<file path="src/rtl/joypad_pkg.sv">
package joypad_pkg;
    typedef enum logic {
        ST_SERIAL = 1'b0,
        ST_LATCH  = 1'b1
    } strobe_state_e;
endpackage

</file>
<file path="src/rtl/joypad_strobe_fsm.sv">
module joypad_strobe_fsm
    import joypad_pkg::*;
#(
    parameter int                ADDR_W      = 16,
    parameter logic [ADDR_W-1:0] STROBE_ADDR = 16'h4016
) (
    input  logic              clk,
    input  logic              rst_n,
    input  logic              wr_en,
    input  logic [ADDR_W-1:0] addr,
    input  logic              wr_bit,
    output logic              strobe_hi,
    output logic              load_pulse
);
    strobe_state_e state_q, state_d;
    logic          wr_hit;

    assign wr_hit = wr_en && (addr == STROBE_ADDR);

    // Next-state logic: SET_STROBE and DROP_STROBE; other writes hold.
    always_comb begin
        state_d = state_q;
        unique case (state_q)
            ST_SERIAL: if (wr_hit && wr_bit)  state_d = ST_LATCH;
            ST_LATCH:  if (wr_hit && !wr_bit) state_d = ST_SERIAL;
            default:   state_d = ST_SERIAL;
        endcase
    end

    always_ff @(posedge clk) begin
        if (!rst_n) state_q <= ST_SERIAL;
        else        state_q <= state_d;
    end

    always_comb begin
        strobe_hi  = 1'b0;
        load_pulse = 1'b0;
        unique case (state_q)
            ST_LATCH: begin
                strobe_hi  = 1'b1;
                load_pulse = wr_hit && !wr_bit;
            end
            ST_SERIAL: begin
                strobe_hi  = 1'b0;
                load_pulse = 1'b0;
            end
            default: begin
                strobe_hi  = 1'b0;
                load_pulse = 1'b0;
            end
        endcase
    end
endmodule

</file>
<file path="src/rtl/joypad_shifter.sv">
module joypad_shifter #(
    parameter int NUM_BUTTONS = 8
) (
    input  logic                   clk,
    input  logic                   rst_n,
    input  logic                   load,
    input  logic                   shift,
    input  logic [NUM_BUTTONS-1:0] buttons,
    output logic [NUM_BUTTONS-1:0] sr_q,
    output logic                   serial_bit
);
    // Load has priority; shifting moves toward bit 0 and feeds ones at the top.
    always_ff @(posedge clk) begin
        if (!rst_n)     sr_q <= '1;
        else if (load)  sr_q <= buttons;
        else if (shift) sr_q <= {1'b1, sr_q[NUM_BUTTONS-1:1]};
    end

    assign serial_bit = sr_q[0];
endmodule

</file>
<file path="src/rtl/joypad_port.sv">
module joypad_port #(
    parameter int                ADDR_W      = 16,
    parameter int                DATA_W      = 8,
    parameter int                NUM_BUTTONS = 8,
    parameter int                NUM_PADS    = 2,
    parameter logic [ADDR_W-1:0] PORT0_ADDR  = 16'h4016
) (
    input  logic                            clk,
    input  logic                            rst_n,
    input  logic                            wr_en,
    input  logic                            rd_en,
    input  logic [ADDR_W-1:0]               addr,
    input  logic [DATA_W-1:0]               wr_data,
    input  logic [DATA_W-1:0]               open_bus,
    input  logic [NUM_PADS*NUM_BUTTONS-1:0] pad_buttons,
    output logic [DATA_W-1:0]               rd_data
);
    localparam int SR_ALL_W = NUM_PADS * NUM_BUTTONS;

    logic                strobe_hi;
    logic                load_pulse;
    logic [SR_ALL_W-1:0] sr_all;
    logic [NUM_PADS-1:0] rd_hit;
    logic [NUM_PADS-1:0] pad_bit;
    logic                unused_bits;

    assign unused_bits = ^{wr_data[DATA_W-1:1], open_bus[0]};

    joypad_strobe_fsm #(
        .ADDR_W      (ADDR_W),
        .STROBE_ADDR (PORT0_ADDR)
    ) u_fsm (
        .clk        (clk),
        .rst_n      (rst_n),
        .wr_en      (wr_en),
        .addr       (addr),
        .wr_bit     (wr_data[0]),
        .strobe_hi  (strobe_hi),
        .load_pulse (load_pulse)
    );

    for (genvar i = 0; i < NUM_PADS; i++) begin : g_pad
        localparam logic [ADDR_W-1:0] PAD_ADDR = ADDR_W'(PORT0_ADDR + i);
        logic ser;

        assign rd_hit[i] = rd_en && (addr == PAD_ADDR);

        joypad_shifter #(
            .NUM_BUTTONS (NUM_BUTTONS)
        ) u_shifter (
            .clk        (clk),
            .rst_n      (rst_n),
            .load       (load_pulse),
            .shift      (rd_hit[i] && !strobe_hi),
            .buttons    (pad_buttons[i*NUM_BUTTONS +: NUM_BUTTONS]),
            .sr_q       (sr_all[i*NUM_BUTTONS +: NUM_BUTTONS]),
            .serial_bit (ser)
        );

        assign pad_bit[i] = strobe_hi ? pad_buttons[i*NUM_BUTTONS] : ser;
    end

    always_comb begin
        rd_data = open_bus;
        for (int i = 0; i < NUM_PADS; i++) begin
            if (rd_hit[i]) rd_data = {open_bus[DATA_W-1:1], pad_bit[i]};
        end
    end
endmodule

</file>
<file path="config.mk">
export PLATFORM = sky130hd
export DESIGN_NAME = joypad_port
export DESIGN_NICKNAME = d
export VERILOG_FILES = /design/src/rtl/joypad_pkg.sv /design/src/rtl/joypad_strobe_fsm.sv /design/src/rtl/joypad_shifter.sv /design/src/rtl/joypad_port.sv
export SDC_FILE = /design/constraint.sdc
export NUM_CORES = 1
export LEC_CHECK = 0
export ABC_AREA = 0
export BUFFER_PORTS_ARGS = -buffer_cell sky130_fd_sc_hd__buf_2
export CAP_MARGIN = 20
export CORE_MARGIN = 3
export CORE_UTILIZATION = 47
export CTS_CLUSTER_SIZE = 30
export DETAILED_ROUTE_END_ITERATION = 12
export GPL_TIMING_DRIVEN = 0
export PLACE_DENSITY = 0.84
export SLEW_MARGIN = 20
export SYNTH_ARGS = -nofsm -noshare
export SYNTH_HDL_FRONTEND = slang
export SYNTH_HIERARCHICAL = 1
export SYNTH_SLANG_ARGS = --single-unit
</file>
<file path="constraint.sdc">
create_clock -name clk -period 3.36 [get_ports clk]
set_clock_uncertainty 0.05 [all_clocks]
set_input_delay 0.504 -clock clk [delete_from_list [all_inputs] [get_ports clk]]
set_output_delay 0.504 -clock clk [all_outputs]
set_load 0.01 [all_outputs]
</file>
==> summary.md <==
| Metric | Value |
|---|---|
| Clk_lat worst skew | `0.28 ns` |
| Root buffer cell | `clkbuf_4` |
| Global Route Usage Sum | `0.166` |
| CTS tree | `built` |
| Share of layout cells above drive strength 1 | `0.581` |
| Initial Util | `0.525` |
| Cells after Synth | `99` |
| Standard-cell rows | `16` |
| Ports | `60` |
| Total power | `0.368 mW` |
| Min Hold Slack | `between 0.4 and 0.5 ns` |
| Fin. Hold Viols | `0` |
| Hold Path Class | `in2reg` |
| Hpwl dp | `1840 µm` |
| GPL Wtd Cong | `between 0.7 and 0.8` |
| DRT iter0 DRCs | `4` |
| Worst vdd ir | `234 µV` |
| Post-cts sizing count | `0` |
| Largest Register | `g_pad.u_shifter/sr_q` |
| Core area | `0.00208 mm²` |
| Ys Warns | `6` |
| WL/cell | `13.4 µm` |
| Most frequent cells in the layout | `buf_2 (45), dfxtp_1 (17), mux2i_1 (15)` |
| Crit end category | `output port` |
| Number of global-route vias before repair | `887` |
| Sum Neg Setup Slack | `0 ns` |
| Crit path launch type | `register` |
| Area Growth Syn to Fin | `26.9%` |
| Maxcap violations | `0` |
| Port bufs | `between 40 and 50` |
| Relative slew slack | `0.398` |
| DR pass1 iterations | `3` |
| Crit-path max FO | `5` |
| Clk buf depth | `2` |
| Maximum level of the CTS H-tree | `1` |
| Run status | `complete, no violations` |
| First-pass GRT wire length | `3620 µm` |
| Pleak | `0.609 nW` |
| CP arrival | `1.63 ns` |
| Fmax | `0.457 GHz` |
| Syn Nets | `151` |
| Final setup violation count | `0` |
| # DRC | `0` |
| Worst path required time | `roughly 2.8 ns` |
| Commonest non-fill, non-tap cell in the layout | `buf_2` |
| Slew @ Worst Pin | `0.899 ns` |
| Max FFs per register | `16` |
| Cts bufs inserted | `3` |
| Post-CTS setup buffer count | `0` |
| Die height | `54.2 µm` |
| RSZ-0062 raised after global routing | `no` |
| Fin crit share | `0.651` |
| Biggest regs | `g_pad.u_shifter/sr_q: 16 flops` |
| CTS Hold Buffers Added | `0` |
| PwrDens | `266 mW/mm²` |
| Initial antenna violation count | `0` |
| Fin crit period | `2.19 ns` |
| Antenna-violating nets left | `0` |
| Largest net degree at the start of global routing | `21` |
| Slew Viols, Final | `0` |
| Nets | `201` |
| Post-Route WL | `2340 µm` |
| Kind of critical path | `reg2out` |
| Fin util | `0.666` |
| Diodes inserted | `0` |
| Die Footprint | `0.00294 mm²` |
| Mapped Area | `0.00109 mm²` |
| Die width | `between 50 and 60 µm` |
| Clock Pin Slew Worst Setup and Hold Paths | `0.10 ns` |
| CTS sink count | `17` |
| Avg Inst Size Synth | `11.0 µm²` |
| Overflow after GRT | `0` |
| Avg Vias per Cell | `5.34` |
| Vias | `934` |
## power by group
part | switching, mW | total, mW | leakage, nW | internal, mW
sequential | 0.000000141 | 0.201 | 0.138 | 0.201
clock | 0.0612 | 0.107 | 0.0150 | 0.0460
combinational | 0.0260 | 0.0598 | 0.457 | 0.0337
## layer usage
layer	GRT usage	vias to the layer above	routed length, µm
met5	0	-	0
met4	0.0373	0	9
met3	0.0436	2	253
met2	0.317	44	1130
met1	0.180	422	942
li1	-	466	-
## worst max-delay path: stages, from the launching register on
cell,delay (ns)
dfxtp_1,0.43
mux4_2,0.52
mux2_2,0.27
buf_2,0.14
## final timing paths
path,start,endpoint,slack (ns),cells past startpoint
hold / removal,pad_buttons[13],g_pad[1].u_shifter/sr_q[5],0.40,2
setup / recovery,register,rd_data[0],1.17,3
setup reg to reg,register,g_pad[0].u_shifter/sr_q[4],1.63,4
hold reg to reg,register,register,0.48,2
## area by class of cell
class	instances	area, µm²
Fill cell	193	696
Multi-Input combinational cell	71	671
Sequential cell	17	340
Timing Repair Buffer	45	225
Buffer	11	90.1
Tap cell	27	33.8
Clock buffer	4	26.3
## through the flow
step | setup WS, ns | instance area [µm²] | std cells
2_1_floorplan | 1.12 | 1090 | 99
3_3_place_gp | 0.547 | 1350 | 171
3_5_place_dp | 0.871 | 1360 | 171
4_1_cts | 1.14 | 1390 | 175
5_1_grt | 1.04 | 1390 | 175
6_report | 1.17 | 1390 | 175
Power figures use the tool's default switching activity.
